==> config.mk <==
export PLATFORM = sky130hd
export DESIGN_NAME = tmr_timebase
export DESIGN_NICKNAME = d
export VERILOG_FILES = /design/src/rtl/tmr_pkg.sv /design/src/rtl/tmr_prescale.sv /design/src/rtl/tmr_count.sv /design/src/rtl/tmr_regs.sv /design/src/rtl/tmr_timebase.sv
export SDC_FILE = /design/constraint.sdc
export NUM_CORES = 1
export LEC_CHECK = 0
export CORE_UTILIZATION = 40
export DETAILED_ROUTE_END_ITERATION = 6
export RECOVER_POWER = 100
export SLEW_MARGIN = 0
export SYNTH_ARGS = -nofsm -noshare
export SYNTH_HDL_FRONTEND = slang
export SYNTH_SLANG_ARGS = --single-unit
==> constraint.sdc <==
create_clock -name clk -period 4.59 [get_ports clk]
set_input_delay 0.459 -clock clk [delete_from_list [all_inputs] [get_ports clk]]
set_output_delay 0.459 -clock clk [all_outputs]
set_load 0.02 [all_outputs]
==> src/rtl/tmr_pkg.sv <==
package tmr_pkg;
   localparam int unsigned BUS_AW = 3;
   localparam int unsigned BUS_DW = 8;
   localparam int unsigned SEL_W  = 3;

   localparam logic [BUS_AW-1:0] A_CTRL = 3'd0;
   localparam logic [BUS_AW-1:0] A_CNTH = 3'd1;
   localparam logic [BUS_AW-1:0] A_CNTL = 3'd2;
   localparam logic [BUS_AW-1:0] A_LIMH = 3'd3;
   localparam logic [BUS_AW-1:0] A_LIML = 3'd4;

   localparam int unsigned B_FLAG = 7;
   localparam int unsigned B_IE   = 6;
   localparam int unsigned B_HOLD = 5;
   localparam int unsigned B_CLR  = 4;

   localparam logic [SEL_W-1:0] SEL_EXT = '1;

   typedef struct packed {
      logic             flag;
      logic             ie;
      logic             hold;
      logic [SEL_W-1:0] sel;
   } ctrl_t;
endpackage

==> src/rtl/tmr_prescale.sv <==
module tmr_prescale
   import tmr_pkg::*;
#(
   parameter int unsigned DIV_TAPS    = 7,
   parameter int unsigned SYNC_STAGES = 2
) (
   input  logic             clk,
   input  logic             rst_n,
   input  logic [SEL_W-1:0] sel,
   input  logic             run,
   input  logic             clr,
   input  logic             ext_clk,
   output logic             tick
);
   localparam int unsigned PW    = (DIV_TAPS > 1) ? DIV_TAPS - 1 : 1;
   localparam int unsigned NCODE = 1 << SEL_W;

   logic [PW-1:0]        pre_q;
   logic [NCODE-1:0]     tap;
   logic [SYNC_STAGES:0] sync_q;
   logic                 ext_rise;

   always_ff @(posedge clk or negedge rst_n) begin
      if (!rst_n)   pre_q <= '0;
      else if (clr) pre_q <= '0;
      else if (run) pre_q <= pre_q + 1'b1;
   end

   always_ff @(posedge clk or negedge rst_n) begin
      if (!rst_n) sync_q[0] <= 1'b0;
      else        sync_q[0] <= ext_clk;
   end

   for (genvar s = 1; s <= SYNC_STAGES; s++) begin : g_sync
      always_ff @(posedge clk or negedge rst_n) begin
         if (!rst_n) sync_q[s] <= 1'b0;
         else        sync_q[s] <= sync_q[s-1];
      end
   end

   assign ext_rise = sync_q[SYNC_STAGES-1] & ~sync_q[SYNC_STAGES];

   assign tap[0] = 1'b1;
   for (genvar k = 1; k < NCODE - 1; k++) begin : g_tap
      if (k < DIV_TAPS) begin : g_div
         assign tap[k] = &pre_q[k-1:0];
      end else begin : g_none
         assign tap[k] = 1'b0;
      end
   end
   assign tap[NCODE-1] = ext_rise;

   assign tick = run & ~clr & tap[sel];
endmodule

==> src/rtl/tmr_count.sv <==
module tmr_count #(
   parameter int unsigned CNT_W = 16
) (
   input  logic             clk,
   input  logic             rst_n,
   input  logic             tick,
   input  logic             clr,
   input  logic [CNT_W-1:0] lim,
   output logic [CNT_W-1:0] cnt_q,
   output logic             wrap
);
   logic at_lim;

   assign at_lim = ((lim != '0) && (cnt_q == lim)) || (&cnt_q);
   assign wrap   = tick & at_lim & ~clr;

   always_ff @(posedge clk or negedge rst_n) begin
      if (!rst_n)    cnt_q <= '0;
      else if (clr)  cnt_q <= '0;
      else if (tick) cnt_q <= at_lim ? '0 : cnt_q + 1'b1;
   end
endmodule

==> src/rtl/tmr_regs.sv <==
module tmr_regs
   import tmr_pkg::*;
#(
   parameter int unsigned CNT_W = 16
) (
   input  logic              clk,
   input  logic              rst_n,
   input  logic              bus_wr,
   input  logic              bus_rd,
   input  logic [BUS_AW-1:0] bus_addr,
   input  logic [BUS_DW-1:0] bus_wdata,
   output logic [BUS_DW-1:0] bus_rdata,
   input  logic [CNT_W-1:0]  cnt,
   input  logic              wrap,
   output ctrl_t             ctrl,
   output logic              clr,
   output logic [CNT_W-1:0]  lim
);
   localparam int unsigned HI_W = CNT_W - BUS_DW;

   logic [15:0]       cnt16, lim16;
   logic [BUS_DW-1:0] snap_q;
   logic              snap_v;
   logic              wr_ctrl;

   assign cnt16   = 16'(cnt);
   assign lim16   = 16'(lim);
   assign wr_ctrl = bus_wr && (bus_addr == A_CTRL);
   assign clr     = wr_ctrl && bus_wdata[B_CLR];

   always_ff @(posedge clk or negedge rst_n) begin
      if (!rst_n) begin
         ctrl.ie   <= 1'b0;
         ctrl.hold <= 1'b0;
         ctrl.sel  <= '0;
      end else if (wr_ctrl) begin
         ctrl.ie   <= bus_wdata[B_IE];
         ctrl.hold <= bus_wdata[B_HOLD];
         ctrl.sel  <= bus_wdata[SEL_W-1:0];
      end
   end

   always_ff @(posedge clk or negedge rst_n) begin
      if (!rst_n)                            ctrl.flag <= 1'b0;
      else if (wrap)                         ctrl.flag <= 1'b1;
      else if (wr_ctrl && bus_wdata[B_FLAG]) ctrl.flag <= 1'b0;
   end

   always_ff @(posedge clk or negedge rst_n) begin
      if (!rst_n) lim <= '0;
      else if (bus_wr && bus_addr == A_LIMH) lim[CNT_W-1:BUS_DW] <= bus_wdata[HI_W-1:0];
      else if (bus_wr && bus_addr == A_LIML) lim[BUS_DW-1:0]     <= bus_wdata;
   end

   always_ff @(posedge clk or negedge rst_n) begin
      if (!rst_n) begin
         snap_q <= '0;
         snap_v <= 1'b0;
      end else if (bus_rd && bus_addr == A_CNTH) begin
         snap_q <= cnt16[7:0];
         snap_v <= 1'b1;
      end else if (bus_rd && bus_addr == A_CNTL) begin
         snap_v <= 1'b0;
      end
   end

   always_comb begin
      unique case (bus_addr)
         A_CTRL:  bus_rdata = {ctrl.flag, ctrl.ie, ctrl.hold, 2'b00, ctrl.sel};
         A_CNTH:  bus_rdata = cnt16[15:8];
         A_CNTL:  bus_rdata = snap_v ? snap_q : cnt16[7:0];
         A_LIMH:  bus_rdata = lim16[15:8];
         A_LIML:  bus_rdata = lim16[7:0];
         default: bus_rdata = '0;
      endcase
   end
endmodule

==> src/rtl/tmr_timebase.sv <==
module tmr_timebase
   import tmr_pkg::*;
#(
   parameter int unsigned CNT_W       = 16,
   parameter int unsigned DIV_TAPS    = 7,
   parameter int unsigned SYNC_STAGES = 2
) (
   input  logic              clk,
   input  logic              rst_n,
   input  logic              bus_wr,
   input  logic              bus_rd,
   input  logic [BUS_AW-1:0] bus_addr,
   input  logic [BUS_DW-1:0] bus_wdata,
   output logic [BUS_DW-1:0] bus_rdata,
   input  logic              ext_clk,
   output logic [CNT_W-1:0]  cnt_o,
   output logic              irq_o
);
   if (CNT_W <= BUS_DW || CNT_W > 2 * BUS_DW) begin : g_bad_w
      $error("tmr_timebase: CNT_W must lie in 9..16");
   end
   if (DIV_TAPS < 1 || DIV_TAPS > (1 << SEL_W) - 1) begin : g_bad_taps
      $error("tmr_timebase: DIV_TAPS must lie in 1..7");
   end
   if (SYNC_STAGES < 2) begin : g_bad_sync
      $error("tmr_timebase: SYNC_STAGES must be at least 2");
   end

   ctrl_t            ctrl;
   logic             clr_pulse;
   logic             tick;
   logic             wrap;
   logic [CNT_W-1:0] lim_val;

   tmr_prescale #(.DIV_TAPS(DIV_TAPS), .SYNC_STAGES(SYNC_STAGES)) u_pre (
      .clk     (clk),
      .rst_n   (rst_n),
      .sel     (ctrl.sel),
      .run     (~ctrl.hold),
      .clr     (clr_pulse),
      .ext_clk (ext_clk),
      .tick    (tick)
   );

   tmr_count #(.CNT_W(CNT_W)) u_cnt (
      .clk   (clk),
      .rst_n (rst_n),
      .tick  (tick),
      .clr   (clr_pulse),
      .lim   (lim_val),
      .cnt_q (cnt_o),
      .wrap  (wrap)
   );

   tmr_regs #(.CNT_W(CNT_W)) u_regs (
      .clk       (clk),
      .rst_n     (rst_n),
      .bus_wr    (bus_wr),
      .bus_rd    (bus_rd),
      .bus_addr  (bus_addr),
      .bus_wdata (bus_wdata),
      .bus_rdata (bus_rdata),
      .cnt       (cnt_o),
      .wrap      (wrap),
      .ctrl      (ctrl),
      .clr       (clr_pulse),
      .lim       (lim_val)
   );

   assign irq_o = ctrl.flag & ctrl.ie;
endmodule

==> results of run 1 <==
[registers in the layout, summed over array words and instances, names as in the netlist]
signal	cells
u_regs.ctrl	6
u_regs.snap_q	8
u_pre.sync_q	3
u_regs.lim	16
u_cnt.cnt_q	16
u_regs.snap_v	1
u_pre.pre_q	6
[worst min path at each step]
stage / from / endpoint / slack, ns
after floorplan: rst_n / u_cnt.cnt_q[0] / 0.16
after global placement: u_pre.sync_q[0] / u_pre.sync_q[1] / 0.33
final: u_pre.sync_q[0] / u_pre.sync_q[1] / 0.36
after detailed placement: u_pre.sync_q[0] / u_pre.sync_q[1] / 0.33
after global routing: u_pre.sync_q[0] / u_pre.sync_q[1] / 0.38
after CTS: rst_n / u_regs.lim[11] / 0.29
[power by group through the flow]
stage	Clock (mW)	Sequential (mW)	Combinational [mW]
floorplan	0	0.744	0.374
global placement	0	0.796	0.508
detailed placement	0	0.798	0.515
CTS	0.302	0.788	0.517
global route	0.318	0.808	0.553
finish	0.287	0.786	0.493
[metal layers]
metal,vias up,routed length [µm]
li1,1187,-
met1,1212,3497
met2,88,3537
met3,6,582
met4,0,91
met5,-,0
[layout by cell type (no fill, tap or decap), drive strengths merged, types with 10 or more instances in the layout]
master / Yosys / final
nor2: 44 / 44
nand2: 16 / 16
xor2: 11 / 11
xnor2: 20 / 20
clkdlybuf4s50: 0 / 11
dlygate4sd3: 0 / 28
dfrtp: 56 / 56
mux2: 29 / 29
a21oi: 18 / 18
nand3: 10 / 10
mux2i: 20 / 20
[through the flow]
stage | cells | hold slack, ns | util | cell area [µm²] | worst slack (ns)
finish | 450 | 0.3577 | 0.4803 | 3731 | 1.053
floorplan | 320 | 0.1634 | - | 3218 | 2.557
detailed placement | 442 | 0.3347 | 0.4704 | 3654 | 1.183
global route | 450 | 0.3844 | 0.4803 | 3731 | 0.8941
global placement | 442 | 0.3326 | 0.4704 | 3654 | 1.188
CTS | 450 | 0.2946 | 0.4828 | 3750 | 1.159
[logic make-up (layout without fill, tap and decap cells)]
kind of cell | after synthesis | after routing | synth area share
AOI/OAI and AO/OA | 37 | 37 | 0.07232
xor gates and xnor gates | 31 | 31 | 0.08437
adders and majority gates | 4 | 4 | 0.01555
buffers and inverters | 26 | 54 | 0.03655
DFF | 56 | 56 | 0.4355
muxes | 49 | 49 | 0.1637
and+or+nand+nor | 117 | 117 | 0.1921
[layout make-up]
cell class / instances / area [µm²] / area share
multi-input cells: 238 / 1688 / 0.4524
flip-flops and latches: 56 / 1401 / 0.3756
repair buffers: 42 / 402.9 / 0.1080
well taps: 102 / 127.6 / 0.03421
clock buffers: 5 / 68.82 / 0.01844
clock inverters: 3 / 27.53 / 0.007378
inverters: 4 / 15.01 / 0.004024
[worst max-delay path, stage by stage]
cell           delay (ns)
dlygate4sd3_1        1.15
nor2b_1              0.43
a21oi_1              0.13
o22ai_1              0.20
dlygate4sd3_1        0.70
==> metrics.txt, run 1 <==
Die Wd=about 92 µm; met1 usage in global routing=0.2872; Internal=between 0.9 and 1 mW; Clk pwr share=0.183; Worst Tran Pin Value=2.976 ns; Post-Syn Nets=between 300 and 400; Crit Path Class=input pin to output port; Synth area leaders=dfrtp_1 44%, mux2_2 10%, mux2i_1 6.2%; CP max FO=27; Crit. Startpoint=bus_addr[0]; grt met3 use=0.03814; cts repair resizes=0; synthesized netlist cell count=320; CTS Hold Bufs=0; Die Area=8408 µm²; Leak=between 1.5 and 2 nW; Root Buffer=clkbuf_8; worst flop-to-flop path endpoint=u_cnt.cnt_q[2]; min Tclk post-route=around 3.5 ns; DPL Wire Length=~5.5 mm; violated checks=max-capacitance violations, max-slew violations; Skew-Pair Late Insertion Delay=~0.32 ns; First DRT Iteration DRCs=about 130; core area=~7800 µm²; Comb pwr share=0.315; Synth Register Bits=56; largest net degree at the start of global routing=57; Num CTS Buffers=5; Area Growth Syn to Fin=15.94%; Pwr Total=1.565 mW; Post-Syn Area=between 3000 and 4000 µm²; FF-to-FF path depth=10; maximum buffer depth of the clock tree=2; drt first pass iters=4; nets=approximately 370; Ports=41; VDD IR max=about 150 µV; status=finished, violations left; fill count=about 790; PD cells=roughly 420 nW/µm²; IO Port Bufs=40; final setup vio count=0; final wirelength=7.708 mm; Sw Share=0.3789; wire length of the first global-routing pass=12.79 mm; initial antenna violation count=0; Syn. warnings=0; R2R Setup Slk=1.64 ns; # H-tree levels=2; most common cell in the netlist=dfrtp_1; Die Y=about 92 µm; gr ovfl total=0; CTS sink cnt=56; effective utilization at floorplan=0.4143; DR WL/cell=17.13 µm; CP required=4.13 ns; Worst EP arrival=between 3 and 4 ns; RSZ-0062 raised after global routing=false; Yosys cell types=42; CP startpoint kind=input pin; vias in the first global route=roughly 2400; Max Cap Viol=1; Hold Path Class=register to register; post-synthesis sequential area ratio=0.4355; routability cong.=between 0.8 and 0.9; CP endpoint kind=output port; hold-critical path depth=0; # rows=32; post-DR vias/cell=5.540; Post-synth EDFFs=0; Mean Syn Cell Area=10.06 µm²; r2r startpoint=u_pre.pre_q[0]; Max Clock Skew=0.009646 ns; via count=between 2000 and 2500; Yosys top cell area share=0.4355; Post-synth ARST share=1.000; ANT cells=0; GR Util met2=0.3020; post-route ant nets=0; Post-synth top flop=dfrtp_1; GRT Resource Usage Total=0.1981; final max-slew violation count=57; gr busiest metal=met2; final hold violation count=0; Flop pwr share=0.502; fraction of layout cells with a size suffix above 1=0.1322; Post-synth top cells=56 x dfrtp_1, 44 x nor2_1, 29 x mux2_2; setup TNS=0 ns; period utilisation layout=0.7706; Max transition margin=-0.9839; crit path to=bus_rdata[1]; clk slew on worst S/H paths=~0.10 ns; CTS tree=built; Switching Power=about 0.59 mW; Synth area leader=dfrtp_1; postcts setup bufs=0; DRC=0; FMAX=~0.28 GHz
No activity file was read; power rests on OpenSTA's default activity.
==> run 2: changes to the inputs <==
Clock period 4.59 ns to 2.86 ns, I/O delays scaled along.
==> metrics.txt, run 2 (synthesis results as in run 1) <==
final max-slew violation count=35 (-39%); CP startpoint kind=input pin; WL met3=361 µm (-38%); commonest non-fill, non-tap cell in the layout=dfrtp_1; pre-CTS WS=0.3950 ns (-0.7882 ns); GRT Resource Usage Total=0.2015 (+0.003390); Clk pwr share=0.180 (-0.003); Flop pwr share=0.502 (about the same); maximum buffer depth of the clock tree=2 (unchanged); Multi-input gate area=1673 µm² (-0.89%); FMAX=between 0.3 and 0.4 GHz; setup TNS=0 ns (unchanged); Die Wd=91.70 µm (unchanged); clk slew on worst S/H paths=0.10 ns (about the same); Worst Tran Pin Value=1.869 ns (-1.107 ns); routability cong.=0.8779 (+1.5%); Design Area, Final=3749 µm² (+0.47%); Skew-Pair Late Insertion Delay=0.32 ns (about the same); post-DR vias/cell=5.466 (-1.3%); status=finished, violations left; met1 WL=3.896 mm (+11%); Hold Path Class=register to register; CTS Hold Bufs=0 (unchanged); Die Y=91.70 µm (unchanged); final hold violation count=0 (unchanged); cts repair resizes=0 (unchanged); First DRT Iteration DRCs=115 (-8.0%); highest layer used for signal routing=met4; FF+latch area=1401 µm² (unchanged); CTS sink cnt=56 (unchanged); post-route ant nets=0 (unchanged); VDD IR max=232.6 µV (+58%); largest net degree at the start of global routing=35 (-39%); min Tclk post-route=2.688 ns; Root Buffer=clkbuf_8; IO Port Bufs=40 (unchanged); gr ovfl total=0 (unchanged); Crit Path Class=input pin to output port; ANT cells=0 (unchanged); RSZ-0062 raised after global routing=false; Sw Share=0.3806 (+0.001761); # rows=32 (unchanged); Max transition margin=-0.2462 (+0.7377); CP max FO=7 (-74%); effective utilization at floorplan=0.4143 (unchanged); Hold WS=0.3566 ns (-0.001009 ns); Max Cap Viol=1 (unchanged); Pwr Total=2.525 mW (+61%); drt first pass iters=4 (unchanged); CP endpoint kind=output port; post-placement cell count=449 (+1.6%); met2 wire length=3.728 mm (+5.4%); Worst EP arrival=2.40 ns (-0.68 ns); core area=7767 µm² (unchanged); Switching Power=0.9613 mW (+62%); # H-tree levels=2 (unchanged); min setup slack post-route=0.1722 ns (-0.8809 ns); Num CTS Buffers=5 (unchanged); Internal=1.564 mW (+61%); wire length of the first global-routing pass=13.08 mm (+2.3%); Max Clock Skew=0.008982 ns (-0.0006645 ns); CTS tree=built; postcts setup bufs=0 (unchanged); Area Growth Syn to Fin=16.49%; fraction of layout cells with a size suffix above 1=0.1352 (+0.003027); DP Area=3706 µm² (+1.4%); initial antenna violation count=0 (unchanged); violated checks=max-capacitance violations, max-slew violations; nets=374 (+1.9%); DPL Wire Length=5.794 mm (+4.9%); Largest regs=u_cnt.cnt_q x16, u_regs.lim x16, u_regs.snap_q x8; PD cells=673.7 nW/µm² (+61%); final wirelength=8.076 mm (+4.8%); Ports=41 (unchanged); commonest non-fill, non-tap cells in the layout=56 x dfrtp_1, 44 x nor2_1, 29 x mux2_2; Die Area=8408 µm² (unchanged); DRC=0 (unchanged); vias in the first global route=2507 (+3.1%); via count=2498 (+0.20%); period utilisation layout=0.9398; DR WL/cell=17.67 µm (+3.2%); Final Core Density=0.4826 (+0.002255); final cell count without fillers=457 (+1.6%); final setup vio count=0 (unchanged); Leak=1.558 nW (+1.1%); fill count=760 (-3.2%); CP required=2.57 ns (-1.56 ns); Comb pwr share=0.319 (+0.004)
-- run 2: path summary, 6_finish.rpt --
| path | to | from | depth (start not counted) | slack (ns) |
|---|---|---|---|---|
| max | bus_rdata[0] | bus_addr[2] | 5 | 0.17 |
| min reg2reg | u_pre.sync_q[1] | u_pre.sync_q[0] | 0 | 0.36 |
| max reg2reg | u_cnt.cnt_q[5] | u_pre.pre_q[0] | 11 | 0.41 |
| max in group asynchronous | u_cnt.cnt_q[14] | rst_n | 2 | 1.05 |
| min in group asynchronous | u_regs.snap_v | rst_n | 1 | 0.46 |
| min | u_pre.sync_q[1] | u_pre.sync_q[0] | 0 | 0.36 |
-- run 2: cell type report --
class	count	area share
Clock buffer	5	0.01836
Clock inverter	3	0.006008
Inverter	4	0.004005
Multi-Input combinational cell	238	0.4463
Sequential cell	56	0.3738
Tap cell	102	0.03405
Timing Repair Buffer	49	0.1175
-- run 2: per-layer routing --
metal | vias to the layer above | track usage
met4 | 0 | 0.06380
met5 | - | 0
li1 | 1190 | -
met3 | 6 | 0.03317
met2 | 58 | 0.3189
met1 | 1244 | 0.2827
-- run 2: critical path, cell delays in order --
cell and delay (ns):
dlygate4sd3_1 0.62, nor2b_1 0.44, a21oi_1 0.14, o22ai_1 0.21
dlygate4sd3_1 0.71
-- run 2: power by group through the flow --
| stage | logic (mW) | registers (mW) | clock network (mW) |
|---|---|---|---|
| 3_3_place_gp | 0.831 | 1.28 | 0 |
| 2_1_floorplan | 0.601 | 1.19 | 0 |
| 6_report | 0.805 | 1.27 | 0.454 |
| 3_5_place_dp | 0.849 | 1.28 | 0 |
| 5_1_grt | 0.895 | 1.30 | 0.496 |
| 4_1_cts | 0.852 | 1.27 | 0.469 |
